$ cat src/rtl/lp_pkg.sv
package lp_pkg;

    localparam int LANE_W    = 7;
    localparam int COMP_W    = 10;
    localparam int HI_W      = 8;
    localparam int LO_W      = COMP_W - HI_W;
    localparam int NUM_LANES = 5;
    localparam int PHASE_W   = $clog2(LANE_W);
    localparam int CLK_HIGH  = 4;

    localparam int CTL_LANE  = 2;
    localparam int XTRA_LANE = 3;
    localparam int WIDE_LANE = 4;
    localparam int DE_BIT    = 6;
    localparam int VS_BIT    = 5;
    localparam int HS_BIT    = 4;

    localparam logic [PHASE_W-1:0] LAST_SLOT = PHASE_W'(LANE_W - 1);

    typedef logic [LANE_W-1:0]               lane_word_t;
    typedef lane_word_t [NUM_LANES-1:0]      lane_set_t;

    typedef struct packed {
        logic [COMP_W-1:0] red;
        logic [COMP_W-1:0] grn;
        logic [COMP_W-1:0] blu;
        logic              de;
        logic              vs;
        logic              hs;
    } pixel_t;

    typedef enum logic [1:0] {
        DRV_FLOAT = 2'd0,
        DRV_LOW   = 2'd1,
        DRV_DATA  = 2'd2
    } drive_e;

    // Spread one pixel over the lane words.
    function automatic lane_set_t pack_pixel(pixel_t px, logic wide);
        logic [3*HI_W-1:0] msb;
        logic [3*LO_W-1:0] lsb;
        lane_set_t         w;
        msb = {px.blu[COMP_W-1 -: HI_W], px.grn[COMP_W-1 -: HI_W], px.red[COMP_W-1 -: HI_W]};
        lsb = {px.blu[LO_W-1:0], px.grn[LO_W-1:0], px.red[LO_W-1:0]};
        w[0]         = msb[6:0];
        w[1]         = msb[13:7];
        w[CTL_LANE]  = {px.de, px.vs, px.hs, msb[17:14]};
        w[XTRA_LANE] = {wide & lsb[0], msb[23:18]};
        w[WIDE_LANE] = wide ? {2'b00, lsb[5:1]} : '0;
        return w;
    endfunction

    function automatic drive_e pick_drive(logic oe, logic lock, logic park);
        if (oe && lock) return DRV_DATA;
        if (park)       return DRV_LOW;
        return DRV_FLOAT;
    endfunction

endpackage

$ cat src/rtl/lp_phase_ctr.sv
module lp_phase_ctr
    import lp_pkg::*;
(
    input  logic               clk,
    input  logic               rst,
    input  logic               bit_en,
    output logic [PHASE_W-1:0] phase_q,
    output logic               load_now,
    output logic               clk_pat
);

    always_ff @(posedge clk) begin
        if (rst) begin
            phase_q <= LAST_SLOT;
        end else if (bit_en) begin
            phase_q <= (phase_q == LAST_SLOT) ? '0 : phase_q + PHASE_W'(1);
        end
    end

    assign load_now = bit_en && (phase_q == LAST_SLOT);
    assign clk_pat  = phase_q < PHASE_W'(CLK_HIGH);

endmodule

$ cat src/rtl/lp_lane_shifter.sv
module lp_lane_shifter
    import lp_pkg::*;
(
    input  logic                 clk,
    input  logic                 rst,
    input  logic                 bit_en,
    input  logic                 load_now,
    input  lane_set_t            next_words,
    output lane_set_t            words_q,
    output logic [NUM_LANES-1:0] ser_bits
);

    always_ff @(posedge clk) begin
        if (rst) begin
            words_q <= '0;
        end else if (load_now) begin
            words_q <= next_words;
        end else if (bit_en) begin
            for (int i = 0; i < NUM_LANES; i++) begin
                words_q[i] <= {words_q[i][LANE_W-2:0], 1'b0};
            end
        end
    end

    for (genvar g = 0; g < NUM_LANES; g++) begin : g_tap
        assign ser_bits[g] = words_q[g][LANE_W-1];
    end

endmodule

$ cat src/rtl/lp_out_gate.sv
module lp_out_gate
    import lp_pkg::*;
(
    input  logic                 clk,
    input  logic                 rst,
    input  logic                 out_en,
    input  logic                 link_lock,
    input  logic                 park_low,
    input  logic [NUM_LANES-1:0] ser_bits,
    input  logic                 clk_pat,
    output logic [NUM_LANES-1:0] lane_dat,
    output logic                 lane_clk,
    output logic                 lane_drv
);

    drive_e drive_q;

    always_ff @(posedge clk) begin
        if (rst) drive_q <= DRV_FLOAT;
        else     drive_q <= pick_drive(out_en, link_lock, park_low);
    end

    always_comb begin
        lane_drv = (drive_q != DRV_FLOAT);
        if (drive_q == DRV_DATA) begin
            lane_dat = ser_bits;
            lane_clk = clk_pat;
        end else begin
            lane_dat = '0;
            lane_clk = 1'b0;
        end
    end

endmodule

$ cat src/rtl/pixel_lane_packer.sv
module pixel_lane_packer
    import lp_pkg::*;
(
    input  logic                       clk,
    input  logic                       rst,
    input  logic                       bit_en,
    input  logic [COMP_W-1:0]          pix_red,
    input  logic [COMP_W-1:0]          pix_grn,
    input  logic [COMP_W-1:0]          pix_blu,
    input  logic                       pix_de,
    input  logic                       pix_vs,
    input  logic                       pix_hs,
    input  logic                       wide_mode,
    input  logic                       out_en,
    input  logic                       link_lock,
    input  logic                       park_low,
    output logic [NUM_LANES-1:0]       lane_dat,
    output logic                       lane_clk,
    output logic                       lane_drv
);

    pixel_t               px;
    lane_set_t            next_words;
    lane_set_t            words_q;
    logic [PHASE_W-1:0]   phase_q;
    logic                 load_now;
    logic                 clk_pat;
    logic [NUM_LANES-1:0] ser_bits;

    assign px = '{red: pix_red, grn: pix_grn, blu: pix_blu,
                  de: pix_de, vs: pix_vs, hs: pix_hs};
    assign next_words = pack_pixel(px, wide_mode);

    lp_phase_ctr u_phase (
        .clk      (clk),
        .rst      (rst),
        .bit_en   (bit_en),
        .phase_q  (phase_q),
        .load_now (load_now),
        .clk_pat  (clk_pat)
    );

    lp_lane_shifter u_shift (
        .clk        (clk),
        .rst        (rst),
        .bit_en     (bit_en),
        .load_now   (load_now),
        .next_words (next_words),
        .words_q    (words_q),
        .ser_bits   (ser_bits)
    );

    lp_out_gate u_gate (
        .clk       (clk),
        .rst       (rst),
        .out_en    (out_en),
        .link_lock (link_lock),
        .park_low  (park_low),
        .ser_bits  (ser_bits),
        .clk_pat   (clk_pat),
        .lane_dat  (lane_dat),
        .lane_clk  (lane_clk),
        .lane_drv  (lane_drv)
    );

endmodule

$ cat config.mk
export PLATFORM = sky130hd
export DESIGN_NAME = pixel_lane_packer
export DESIGN_NICKNAME = d
export VERILOG_FILES = /design/src/rtl/lp_pkg.sv /design/src/rtl/lp_phase_ctr.sv /design/src/rtl/lp_lane_shifter.sv /design/src/rtl/lp_out_gate.sv /design/src/rtl/pixel_lane_packer.sv
export SDC_FILE = /design/constraint.sdc
export NUM_CORES = 1
export LEC_CHECK = 0
export ABC_AREA = 1
export ABC_CLOCK_PERIOD_IN_PS = 1450
export BUFFER_PORTS_ARGS = -buffer_cell sky130_fd_sc_hd__buf_4
export CORE_MARGIN = 5
export CORE_UTILIZATION = 40
export DETAILED_ROUTE_END_ITERATION = 6
export SLEW_MARGIN = 15
export SYNTH_ARGS = -nofsm -noshare
export SYNTH_HDL_FRONTEND = slang
export SYNTH_SLANG_ARGS = --single-unit
$ cat constraint.sdc
create_clock -name clk -period 1.45 [get_ports clk]
set_input_delay 0.29 -clock clk [delete_from_list [all_inputs] [get_ports clk]]
set_output_delay 0.29 -clock clk [all_outputs]
set_load 0.02 [all_outputs]
After elaboration in Yosys (flattened, before gate mapping) --
Index checks and enable logic that the tools add are counted.
Word-level totals: output and inout bits 7, register bits 40, input port bits 40
Operators by class: reduce and logical (&&, ||, !) cells 4, magnitude comparators 1, bitwise gates (word level) 1, multiplexer cells 15, equality and inequality tests 2, $add $sub $neg 1
Operators with widths (number):
- $mux 35 | 2
- $mux 5 | 2
- $mux 2 | 4
- $mux 1 | 6
- $reduce_bool 2->1 | 2
- $add 3x1->3 const B | 1
- $eq 3x3->1 const B | 1
- $lt 3x3->1 const B | 1
- $mux 3 | 1
- $eq 2x2->1 const B | 1
- $logic_and 1x1->1 | 2
- $and 1x1->1 | 1

Longest topological paths before layout --
depth after elaboration 7, depth in mapped cells 6, gate-level depth less buffers 5

Modules after synthesis --
A second synthesis with hierarchy kept.
Second synthesis, totals: cell total of the unflattened synthesis 319, area total of the unflattened synthesis 2026.9 µm²
Modules (own cells, without submodules):
- lp_lane_shifter | seq. area each 700.7 µm², times used 1, cells each 260, area an instance 1711.6 µm²
- lp_phase_ctr | seq. area each 60.1 µm², times used 1, cells each 23, area an instance 142.6 µm²
- lp_out_gate | seq. area each 40.0 µm², times used 1, cells each 23, area an instance 123.9 µm²
- pixel_lane_packer | seq. area each 0.0 µm², times used 1, cells each 13, area an instance 48.8 µm²

Worst setup path after synthesis --
OpenSTA, ideal clock, no wires.
path kind register to register, start point reg u_phase.phase_q[2], end point reg u_shift.words_q (netlist bit u_shift.ser_bits[0]), path slack 0.377 ns, setup time 0.120 ns, stages on the path, launching flop included 6, path buffers 2, data required time 1.330 ns, arrival 0.954 ns, cells stage by stage dfxtp_1 nand3_1 buf_4 buf_2 a21oi_1 a21oi_1
On the way: cells in the longest elaborated chain, start to end 3, elaborated cells on any way between the ends 4, classes of those cells eq/ne: 1; mux: 1; reduce/logical: 2
RTL lines:
- from (decl) | RTL line lp_phase_ctr.sv:7 | output logic [PHASE_W-1:0] phase_q,
- from (signal assigned) | RTL line lp_phase_ctr.sv:16 | phase_q <= (phase_q == LAST_SLOT) ? '0 : phase_q + PHASE_W'(1);
- $eq 3x3->1 (*) | RTL line lp_phase_ctr.sv:20 | assign load_now = bit_en && (phase_q == LAST_SLOT);
- $logic_and 1x1->1 (*) | RTL line lp_phase_ctr.sv:20
- $mux 35 / $reduce_bool 2->1 (equally long branches)
- to (signal assigned) | RTL line lp_lane_shifter.sv:17 | words_q <= next_words;
- to (signal, indexed assignment) | RTL line lp_lane_shifter.sv:20 | words_q[i] <= {words_q[i][LANE_W-2:0], 1'b0};
- to (decl) | RTL line lp_lane_shifter.sv:9 | output lane_set_t words_q,
Every way passes the cells marked *; elsewhere a longest branch is shown, timed or not. A chain may end at the register's enable or synchronous reset.

Worst setup path after layout --
start point reg u_gate.drive_q[0], end point out lane_drv
On the way: cells in the longest elaborated chain, start to end 1
RTL lines:
- from (decl) | RTL line lp_out_gate.sv:16 | drive_e drive_q;
- from (signal assigned) | RTL line lp_out_gate.sv:20 | else drive_q <= pick_drive(out_en, link_lock, park_low);
- $reduce_bool 2->1 | RTL line lp_out_gate.sv:24 | lane_drv = (drive_q != DRV_FLOAT);
- to (decl) | RTL line pixel_lane_packer.sv:19 | output logic lane_drv
Every way passes these cells.

==> results.sh <==
export IMPL_layout_commonest_cell="a21oi_1"
export IMPL_whs_endpoint="u_gate.drive_q[0]"
export IMPL_port_buffers=46
export IMPL_grt_use_met2_pct=24.45
export IMPL_top_usage_layer="met2"
export IMPL_io_pins=47
export IMPL_dpl_hpwl_mm=2.722
export IMPL_tightest_slew_ns=0.2056
export IMPL_postSynthCellCount=236
export IMPL_rsz0062_at_grt="no"
export IMPL_ff_latch_area_um2=800.8
export IMPL_setup_worst_path_end_class="output pin"
export IMPL_grt_use_met1_pct=19.17
export IMPL_drtIter0Drc=99
export IMPL_synth_cell_types=17
export IMPL_syn_area_per_cell_um2=7.232
export IMPL_regToRegSetupSlack_ns=0.35
export IMPL_drv_slew=0
export IMPL_synth_area_um2=1707
export IMPL_critPathLaunchType="flip-flop"
export IMPL_wire_per_inst_um=11.96
export IMPL_numCtsBuffers=5
export IMPL_setup_tns_final_ns=0
export IMPL_critPathArrivalTime_ns=1.03
export IMPL_yosysSeqAreaShare_pct=46.92
export IMPL_r2r_end="u_shift.ser_bits[1]"
export IMPL_slew_limit_headroom_pct=86.30
export IMPL_detail_route_antenna_nets=0
export IMPL_die_area_um2=5673
export IMPL_grt_overflow_total=0
export IMPL_path_max_fanout=2
export IMPL_initial_core_util_pct=42.06
export IMPL_hold_start="park_low"
export IMPL_grt_pass1_wl_mm=6.624
export IMPL_yosys_warnings=0
export IMPL_leakagePower_nw=0.9573
export IMPL_clockBufferDepth=2
export IMPL_root_buffer="clkbuf_8"
export IMPL_period_minus_slack_ns=1.322
export IMPL_worst_skew_pair_late_latency_ns=0.28
export IMPL_clock_sinks=40
export IMPL_p_per_area_nw_per_um2=1091
export IMPL_syn2layout_area_growth_pct=28.89
export IMPL_hold_depth=3
export IMPL_cp_depth=2
export IMPL_path_buf_inv=1
export IMPL_synth_nets=276
export IMPL_wl_mm=3.972
export IMPL_cp_data_required_time_ns=1.16
export IMPL_track_usage_pct=14.93
export IMPL_cp_slowest_cell="dfxtp_1"
export IMPL_cap_violations=0
export IMPL_r2r_start="u_phase.phase_q[0]"
export IMPL_dp_cells=324
export IMPL_multi_input_area_um2=759.5
export IMPL_vias_per_cell=4.961
export IMPL_antenna_found_initial=0
export IMPL_fillers=425
export IMPL_fp_coreArea_um2=4058
export IMPL_max_freq_mhz=756.3
export IMPL_place_congestion=0.7436
export IMPL_die_x_um=75.32
export IMPL_most_common_layout_cells="62 x a21oi_1, 52 x buf_4, 51 x nand2_1, 40 x dfxtp_1, 31 x o21ai_0"
export IMPL_cp_top_family="flip-flops"
export IMPL_layout_nets=321
export IMPL_finalCritPeriodShare_pct=91.19
export IMPL_firstDrtPassIters=4
export IMPL_cts_tree="done"
export IMPL_antenna_cells=0
export IMPL_outcome="complete, no violations"
export IMPL_num_vias=1647
export IMPL_hp_class="in -> reg"
export IMPL_drc=0
export IMPL_rows=23
export IMPL_r2r_cells=5
export IMPL_htreeDepth=2
export IMPL_critPathMaxStageDelay_ns=0.31
export IMPL_critPathKind="reg -> out"
export IMPL_hold_viol_final=0
export IMPL_use_met3_pct=3.562
export IMPL_cts_hold_buf=0
export IMPL_layoutNonFillerInstCount=332
export IMPL_irDropWorstVdd_v=0.0006685
export IMPL_die_h_um=75.32
export IMPL_grt_pass1_vias=1555
export IMPL_ys_ff_latch=40
export IMPL_grt_max_degree=37
export IMPL_drive_gt1_share_pct=22.70
export IMPL_path_clk_slew_ns=0.07
export IMPL_fin_skew_ns=0.006214
export IMPL_setup_viol=0
export IMPL_crit_chain="or2_2 -> buf_4"
[cell usage after synthesis]
cell type	n	share of area, %
o22ai_1	1	0.37
dfxtp_1	40	47
buf_4	1	0.44
nand3_1	3	0.88
inv_1	14	3.1
nor2_1	11	2.4
buf_2	5	1.5
or2_2	1	0.37
clkbuf_1	7	1.5
nand2_1	52	11
nor2_4	1	0.66
a21oi_1	62	18
nand2_2	1	0.37
o21ai_0	31	9.1
clkinv_1	1	0.22
nor3_1	2	0.59
buf_6	3	2.0
[per-stage QoR]
stage	power, mW	cell area (um^2)	hold WS [ns]	setup WS, ns	utilization, %
floorplan	1.518	1707	0.4106	0.3768	-
global placement	1.691	2107	0.4555	0.2791	51.93
detailed placement	1.689	2107	0.4605	0.2577	51.93
CTS	2.428	2197	0.2286	0.02827	54.15
global route	2.548	2200	0.2445	0.04786	54.21
finish	2.399	2200	0.2309	0.1278	54.21
[kinds of logic after synthesis]
family | count (synthesis) | share of synthesized area [%]
AOI/OAI and AO/OA | 94 | 27.64
buffers and inverters | 31 | 8.724
DFF | 40 | 46.92
and+or+nand+nor | 71 | 16.72
[sequential cells by signal (all words and copies together), names as in the netlist]
name,count
u_gate.drive_q,2
u_phase.phase_q,3
u_shift.ser_bits,5
u_shift.words_q,30
[where the power goes]
part           leakage, nW  internal [mW]  switching [mW]
clock network       0.0455          0.388           0.349
logic                0.582          0.200           0.243
registers            0.330           1.18          0.0412
[per-layer routing]
metal	vias to the layer above	share of wire [%]
met4	0	1.5
met1	738	47
met5	-	0
met3	4	5.3
met2	30	46
li1	875	-
[timing repair]
action / CTS / global route
setup endpoints to repair: 0 / 6
setup buffers: 0 / 0
gates resized for setup: 0 / 1
[how the worst max path moves through the flow]
| stage | endpoint | startpoint | slack, ns |
|---|---|---|---|
| 2_1_floorplan | u_shift.ser_bits[0] | u_phase.phase_q[2] | 0.38 |
| 4_1_cts | lane_clk | u_gate.drive_q[0] | 0.03 |
| 3_3_place_gp | u_shift.words_q[15] | bit_en | 0.28 |
| 6_report | lane_drv | u_gate.drive_q[0] | 0.13 |
| 3_5_place_dp | u_shift.words_q[2] | bit_en | 0.26 |
| 5_1_grt | lane_clk | u_gate.drive_q[0] | 0.05 |
[worst register-to-register path, cell delays in order, from the launching register on]
cell and delay [ns]:
dfxtp_1 0.33, inv_1 0.09, nand3_1 0.09, buf_4 0.22
a21oi_1 0.18, a21oi_1 0.08
[area by class of cell]
class | instances | area share (%)
timing repair buffer | 54 | 19.57
inverter | 15 | 2.560
tap | 50 | 2.844
clock buffer | 8 | 4.096
sequential | 40 | 36.40
multi-input combinational | 165 | 34.53
Note: power is estimated with default switching activity, not from simulation.
